==> config.mk <==
export PLATFORM = sky130hd
export DESIGN_NAME = msr_intercept_unit
export DESIGN_NICKNAME = d
export VERILOG_FILES = /design/src/rtl/msr_icpt_pkg.sv /design/src/rtl/msr_window_decode.sv /design/src/rtl/msr_bitmap_addr.sv /design/src/rtl/msr_icpt_ctrl.sv /design/src/rtl/msr_intercept_unit.sv
export SDC_FILE = /design/constraint.sdc
export NUM_CORES = 1
export LEC_CHECK = 0
export ABC_AREA = 1
export BUFFER_PORTS_ARGS = -buffer_cell sky130_fd_sc_hd__buf_2
export CORE_ASPECT_RATIO = 0.6
export CORE_MARGIN = 2
export CORE_UTILIZATION = 40
export CTS_CLUSTER_DIAMETER = 80
export DETAILED_ROUTE_END_ITERATION = 8
export GPL_ROUTABILITY_DRIVEN = 0
export PLACE_DENSITY = 0.78
export SKIP_LAST_GASP = 1
export SLEW_MARGIN = 10
export SYNTH_ARGS = -nofsm -noshare
export SYNTH_HDL_FRONTEND = slang
export SYNTH_SLANG_ARGS = --single-unit
==> constraint.sdc <==
create_clock -name clk -period 1.35 [get_ports clk]
set_input_delay 0.2025 -clock clk [delete_from_list [all_inputs] [get_ports clk]]
set_output_delay 0.2025 -clock clk [all_outputs]
set_load 0.05 [all_outputs]
==> src/rtl/msr_icpt_pkg.sv <==
package msr_icpt_pkg;
    typedef enum logic [1:0] {
        ST_IDLE    = 2'd0,
        ST_FETCH   = 2'd1,
        ST_CAPTURE = 2'd2,
        ST_RESP    = 2'd3
    } icpt_state_e;
endpackage

==> src/rtl/msr_window_decode.sv <==
module msr_window_decode #(
    parameter int                IDX_W     = 32,
    parameter int                WIN_BITS  = 13,
    parameter logic [IDX_W-1:0]  LOW_BASE  = '0,
    parameter logic [IDX_W-1:0]  HIGH_BASE = 32'hC000_0000
) (
    input  logic [IDX_W-1:0]    idx,
    output logic                in_low,
    output logic                in_high,
    output logic [WIN_BITS-1:0] offset
);
    localparam int TAG_W = IDX_W - WIN_BITS;
    localparam logic [IDX_W-1:0] BASES [2] = '{LOW_BASE, HIGH_BASE};

    logic [1:0] hit;

    // One tag comparator per window.
    genvar g;
    generate
        for (g = 0; g < 2; g++) begin : g_win
            localparam logic [IDX_W-1:0] B = BASES[g];
            assign hit[g] = (idx[IDX_W-1:WIN_BITS] == B[IDX_W-1:WIN_BITS]);
        end
    endgenerate

    assign in_low  = hit[0];
    assign in_high = hit[1];
    assign offset  = idx[WIN_BITS-1:0];


    window_excl_chk: assert final (!(in_low && in_high) || (TAG_W < 1));
endmodule

==> src/rtl/msr_bitmap_addr.sv <==
module msr_bitmap_addr #(
    parameter int WIN_BITS  = 13,
    parameter int WORD_W    = 8,
    localparam int BYTE_BITS = $clog2(WORD_W),
    localparam int MAP_AW    = WIN_BITS - BYTE_BITS + 2
) (
    input  logic                 is_write,
    input  logic                 is_high,
    input  logic [WIN_BITS-1:0]  offset,
    output logic [MAP_AW-1:0]    byte_addr,
    output logic [BYTE_BITS-1:0] bit_sel
);
    // Map order: read-low, read-high, write-low, write-high.
    assign byte_addr = {is_write, is_high, offset[WIN_BITS-1:BYTE_BITS]};
    assign bit_sel   = offset[BYTE_BITS-1:0];
endmodule

==> src/rtl/msr_icpt_ctrl.sv <==
module msr_icpt_ctrl
    import msr_icpt_pkg::*;
(
    input  logic clk,
    input  logic rst_n,
    input  logic req_valid,
    input  logic need_lookup,
    input  logic rsp_ready,
    input  logic map_bit,
    output logic req_ready,
    output logic accept,
    output logic rsp_valid,
    output logic rsp_exit,
    output logic mem_rd_en
);
    icpt_state_e state_q, state_d;
    logic        exit_q;

    // State register.
    always_ff @(posedge clk) begin
        if (!rst_n) state_q <= ST_IDLE;
        else        state_q <= state_d;
    end

    // Next state.
    always_comb begin
        state_d = state_q;
        unique case (state_q)
            ST_IDLE:    if (req_valid) state_d = need_lookup ? ST_FETCH : ST_RESP;
            ST_FETCH:   state_d = ST_CAPTURE;
            ST_CAPTURE: state_d = ST_RESP;
            ST_RESP:    if (rsp_ready) state_d = ST_IDLE;
            default:    state_d = ST_IDLE;
        endcase
    end

    // Outputs.
    always_comb begin
        req_ready = 1'b0;
        rsp_valid = 1'b0;
        mem_rd_en = 1'b0;
        unique case (state_q)
            ST_IDLE:    req_ready = 1'b1;
            ST_FETCH:   mem_rd_en = 1'b1;
            ST_CAPTURE: ;
            ST_RESP:    rsp_valid = 1'b1;
            default:    ;
        endcase
    end

    assign accept = req_ready && req_valid;

    // Decision register.
    always_ff @(posedge clk) begin
        if (!rst_n)                      exit_q <= 1'b0;
        else if (accept && !need_lookup) exit_q <= 1'b1;
        else if (state_q == ST_CAPTURE)  exit_q <= map_bit;
    end

    assign rsp_exit = exit_q;


    single_read_chk: assert property (@(posedge clk) disable iff (!rst_n)
        mem_rd_en |=> !mem_rd_en && !rsp_valid);


    read_to_resp_chk: assert property (@(posedge clk) disable iff (!rst_n)
        mem_rd_en |=> ##1 rsp_valid);


    hold_resp_chk: assert property (@(posedge clk) disable iff (!rst_n)
        (rsp_valid && !rsp_ready) |=> rsp_valid && $stable(rsp_exit) && !req_ready);


    return_idle_chk: assert property (@(posedge clk) disable iff (!rst_n)
        (rsp_valid && rsp_ready) |=> req_ready && !rsp_valid);
endmodule

==> src/rtl/msr_intercept_unit.sv <==
module msr_intercept_unit #(
    parameter int                IDX_W     = 32,
    parameter int                WIN_BITS  = 13,
    parameter int                WORD_W    = 8,
    parameter logic [IDX_W-1:0]  LOW_BASE  = '0,
    parameter logic [IDX_W-1:0]  HIGH_BASE = 32'hC000_0000,
    localparam int BYTE_BITS = $clog2(WORD_W),
    localparam int MAP_AW    = WIN_BITS - BYTE_BITS + 2
) (
    input  logic              clk,
    input  logic              rst_n,
    input  logic              req_valid,
    output logic              req_ready,
    input  logic [IDX_W-1:0]  req_index,
    input  logic              req_is_write,
    input  logic              req_use_bitmap,
    output logic              rsp_valid,
    input  logic              rsp_ready,
    output logic              rsp_exit,
    output logic              mem_rd_en,
    output logic [MAP_AW-1:0] mem_addr,
    input  logic [WORD_W-1:0] mem_rd_data
);
    logic                 lo_hit, hi_hit, need_lookup, accept;
    logic [WIN_BITS-1:0]  win_off;
    logic [MAP_AW-1:0]    addr_d, addr_q;
    logic [BYTE_BITS-1:0] bit_d, bit_q;
    logic                 map_bit;

    msr_window_decode #(
        .IDX_W(IDX_W), .WIN_BITS(WIN_BITS),
        .LOW_BASE(LOW_BASE), .HIGH_BASE(HIGH_BASE)
    ) u_decode (
        .idx(req_index), .in_low(lo_hit), .in_high(hi_hit), .offset(win_off)
    );

    msr_bitmap_addr #(.WIN_BITS(WIN_BITS), .WORD_W(WORD_W)) u_addr (
        .is_write(req_is_write), .is_high(hi_hit), .offset(win_off),
        .byte_addr(addr_d), .bit_sel(bit_d)
    );

    assign need_lookup = req_use_bitmap && (lo_hit || hi_hit);

    // Request capture on acceptance.
    always_ff @(posedge clk) begin
        if (!rst_n) begin
            addr_q <= '0;
            bit_q  <= '0;
        end else if (accept) begin
            addr_q <= addr_d;
            bit_q  <= bit_d;
        end
    end

    assign mem_addr = addr_q;
    assign map_bit  = mem_rd_data[bit_q];

    msr_icpt_ctrl u_ctrl (
        .clk(clk), .rst_n(rst_n), .req_valid(req_valid),
        .need_lookup(need_lookup), .rsp_ready(rsp_ready), .map_bit(map_bit),
        .req_ready(req_ready), .accept(accept), .rsp_valid(rsp_valid),
        .rsp_exit(rsp_exit), .mem_rd_en(mem_rd_en)
    );


    bypass_exit_chk: assert property (@(posedge clk) disable iff (!rst_n)
        (req_valid && req_ready && !req_use_bitmap) |=> rsp_valid && rsp_exit && !mem_rd_en);


    outside_exit_chk: assert property (@(posedge clk) disable iff (!rst_n)
        (req_valid && req_ready && !lo_hit && !hi_hit) |=> rsp_valid && rsp_exit && !mem_rd_en);


    low_read_addr_chk: assert property (@(posedge clk) disable iff (!rst_n)
        (req_valid && req_ready && req_use_bitmap && lo_hit && !req_is_write) |=>
        mem_rd_en && mem_addr == {2'b00, $past(req_index[WIN_BITS-1:BYTE_BITS])});


    high_read_addr_chk: assert property (@(posedge clk) disable iff (!rst_n)
        (req_valid && req_ready && req_use_bitmap && hi_hit && !req_is_write) |=>
        mem_rd_en && mem_addr == {2'b01, $past(req_index[WIN_BITS-1:BYTE_BITS])});


    write_map_chk: assert property (@(posedge clk) disable iff (!rst_n)
        (req_valid && req_ready && need_lookup && req_is_write) |=>
        mem_rd_en && mem_addr[MAP_AW-1]);
endmodule

==> metrics.md <==
| Metric | Value |
|---|---|
| CTS tree | yes |
| Critical register-to-register path endpoint | mem_addr[10] |
| Nature of the critical path startpoint | flip-flop |
| Area overhead of the layout relative to synthesis | 42.4% |
| Antenna violations before repair | 0 |
| R2r startpoint | u_ctrl.state_q[0] |
| Worst setup slack for register-to-register paths | 0.14 ns |
| VDD IR max | 0.000746 V |
| Clk Latency, worst-skew pair | 0.25 ns |
| Total setup buffers inserted after CTS | 0 |
| Post-synthesis sequential area ratio | 39.6% |
| Gate count of the mapped netlist | 126 |
| Post-cts resize count | 2 |
| Cell depth of the worst flop-to-flop path | 6 |
| Final number of hold-violating endpoints | 0 |
| Via density per instance | 4.51 |
| Met1 layer usage reported by global route | 21.8% |
| Timing startpoint of the critical path | u_ctrl.state_q[0] |
| Placeable core region | 2160 sq um |
| Min Tclk post-route | 1.30 ns |
| Total of buffers placed on input and output ports | 61 |
| Power density relative to cell area | 2120 nW/um^2 |
| Total gr overflow | 0 |
| Number of library cell types mapped by synthesis | 22 |
| Classification of the worst-slack hold path | in2reg |
| Final Net Count | 239 |
| Number of warnings issued by yosys | 0 |
| Site row count | 13 |
| Num ports | 62 |
| Number of nets with antenna violations after detailed routing | 0 |
| Largest net degree at the start of global routing | 19 |
| Clock slew at the register clock pins of the worst setup and hold paths | 0.07 ns |
| Layout cell share with drive strength beyond 1 | 42.6% |
| Starting density of the core | 42.1% |
| Count of routing violations after the opening detailed-route iteration | 62 |
| Pins Over Slew Limit | 0 |
| Critical Path RT | 1.15 ns |
| Max H-tree Level | 1 |
| Met2 routing resource usage after global routing | 31.9% |
| Biggest fanout along the worst timing path | 5 |
| Worst relative slew slack | 82.6% |
| FILL cells | 200 |
| Post-synth design cell area | 911 sq um |
| Number of antenna diodes | 0 |
| Static Leak | 0.661 nW |
| Area used by multi-input combinational logic | 494 sq um |
| Die area | 2690 sq um |
| CTS Sinks | 18 |
| Final setup violation count | 0 |
| Via count of the first global-routing pass | 819 |
| Run status | complete, no violations |
| Setup repair after global routing missed its margin | false |
| Root Buffer | sky130_fd_sc_hd__clkbuf_8 |
| Mean instance size in the synthesized netlist | 7.23 sq um |
| Total area of sequential cells | 362 sq um |
| First-pass GRT wire length | 3.46 mm |
| Number of DRC violations after detailed routing | 0 |
| Final TNS setup | 0 ns |
| Horizontal die dimension | 65.6 um |
| Worst Tran Pin Value | 0.262 ns |
| Most used cells in the layout excluding fill and tap cells | sky130_fd_sc_hd__buf_2, sky130_fd_sc_hd__nor2_1, sky130_fd_sc_hd__nand2_1 |
| Flip-flop and latch count after synthesis | 18 |
| Die Ht | 41.0 um |
| Hold buffer count at cts | 0 |
| GR Util All Layers | 17.5% |
| Signal arrival time at the worst endpoint | 1.10 ns |
| Max Freq | 767 MHz |
| CTS Buffer Depth | 2 |
| Capturing element type of the critical path | output pin |
| Final core utilization | 60.0% |
| Average detailed-routed wire length per instance | 10.6 um |
| Critical path capture point | req_ready |
| MaxCap Viol Count | 0 |
| Most common library cell in the layout ignoring fill and taps | sky130_fd_sc_hd__buf_2 |
| Post-route fraction of the period consumed by the critical path | 96.5% |
| Detailed placer's ending HPWL | 1.88 mm |
| Number of iterations in the first detailed-routing pass | 4 |
| Detailed Route WL | 2.32 mm |
| Met3 global-route usage | 4.12% |
| Net count of the mapped netlist | 176 |
| Most crowded layer after global routing | met2 |
| Total via count after detailed routing | 984 |
| Path type of the worst setup path | reg2out |
| Number of buffers added by the clock tree synthesis step | 3 |
| Clock Skew | 0.00308 ns |
## cell families (layout without fill, tap and decap cells)
family          Yosys count  in the layout  share of synthesized area [%]
flops                    18             18                           39.6
simple gates             69             69                           32.4
compound gates           23             23                           14.7
fa+ha+maj                 4              4                           5.49
buf+inv                  12             74                           7.83
## where the power goes
group          total, W  internal (W)  switching [W]
Clock          0.000441      0.000259       0.000182
Combinational   0.00149      0.000454        0.00104
Sequential     0.000813      0.000701       0.000112
Total           0.00275       0.00141        0.00133
## how the worst min path moves through the flow
stage                            start                 to  slack, ns  cells past startpoint
after CTS                 req_index[7]        mem_addr[4]       0.21                      3
after global placement    mem_addr[10]       mem_addr[10]       0.45                      2
after global routing      req_index[6]        mem_addr[3]       0.21                      3
final                     req_index[7]        mem_addr[4]       0.20                      3
after floorplan                  rst_n  u_ctrl.state_q[1]       0.33                      2
after detailed placement  mem_addr[10]       mem_addr[10]       0.45                      2
## metrics by stage
step	total power, W	cell area [sq um]	hold slack, ns	std cells	worst slack [ns]
after floorplan	0.00204	926	0.325	126	0.0899
after global placement	0.00223	1230	0.454	214	0.145
after detailed placement	0.00228	1230	0.455	214	0.0694
after CTS	0.00273	1290	0.206	218	0.0218
after global routing	0.00292	1300	0.208	218	0.00493
final	0.00275	1300	0.205	218	0.0467
## metal layers
layer,wire length [um],share of wire [%]
met1,1080,47
met2,1140,49
met3,98,4.2
met4,0,0
met5,0,0
## cell usage after synthesis
cell | number | share of area [%]
sky130_fd_sc_hd__a211oi_2 | 1 | 1.4
sky130_fd_sc_hd__a21oi_1 | 7 | 3.8
sky130_fd_sc_hd__buf_12 | 1 | 2.2
sky130_fd_sc_hd__buf_6 | 1 | 1.2
sky130_fd_sc_hd__clkbuf_1 | 1 | 0.41
sky130_fd_sc_hd__dfxtp_1 | 18 | 40
sky130_fd_sc_hd__ha_1 | 4 | 5.5
sky130_fd_sc_hd__inv_1 | 6 | 2.5
sky130_fd_sc_hd__inv_2 | 2 | 0.82
sky130_fd_sc_hd__inv_4 | 1 | 0.69
sky130_fd_sc_hd__nand2_1 | 21 | 8.7
sky130_fd_sc_hd__nand2_4 | 1 | 1.2
sky130_fd_sc_hd__nand3_1 | 7 | 3.8
sky130_fd_sc_hd__nand3b_1 | 1 | 0.82
sky130_fd_sc_hd__nand4_1 | 1 | 0.69
sky130_fd_sc_hd__nor2_1 | 32 | 13
sky130_fd_sc_hd__nor2_2 | 3 | 2.1
sky130_fd_sc_hd__nor3_1 | 1 | 0.55
sky130_fd_sc_hd__o21ai_0 | 14 | 7.7
sky130_fd_sc_hd__o21ai_4 | 1 | 1.8
sky130_fd_sc_hd__or2_1 | 1 | 0.69
sky130_fd_sc_hd__or2_2 | 1 | 0.69
## area by class of cell
| type | count | area share, % |
|---|---|---|
| clock buffer | 4 | 4.24 |
| tap | 30 | 2.89 |
| timing repair buffer | 61 | 23.9 |
| multi-input combinational | 96 | 38.1 |
| inverter | 9 | 2.99 |
| sequential | 18 | 27.9 |
## critical path: stages (launching register included)
cell and delay [ns]:
sky130_fd_sc_hd__dfxtp_1 0.38, sky130_fd_sc_hd__inv_2 0.09, sky130_fd_sc_hd__ha_4 0.19, sky130_fd_sc_hd__buf_4 0.19
## registers in the layout, summed over array words and instances (netlist names)
register         cells
u_ctrl.state_q       2
bit_q                3
u_ctrl.rsp_exit      1
mem_addr            12
(Power assumes the default switching activity.)
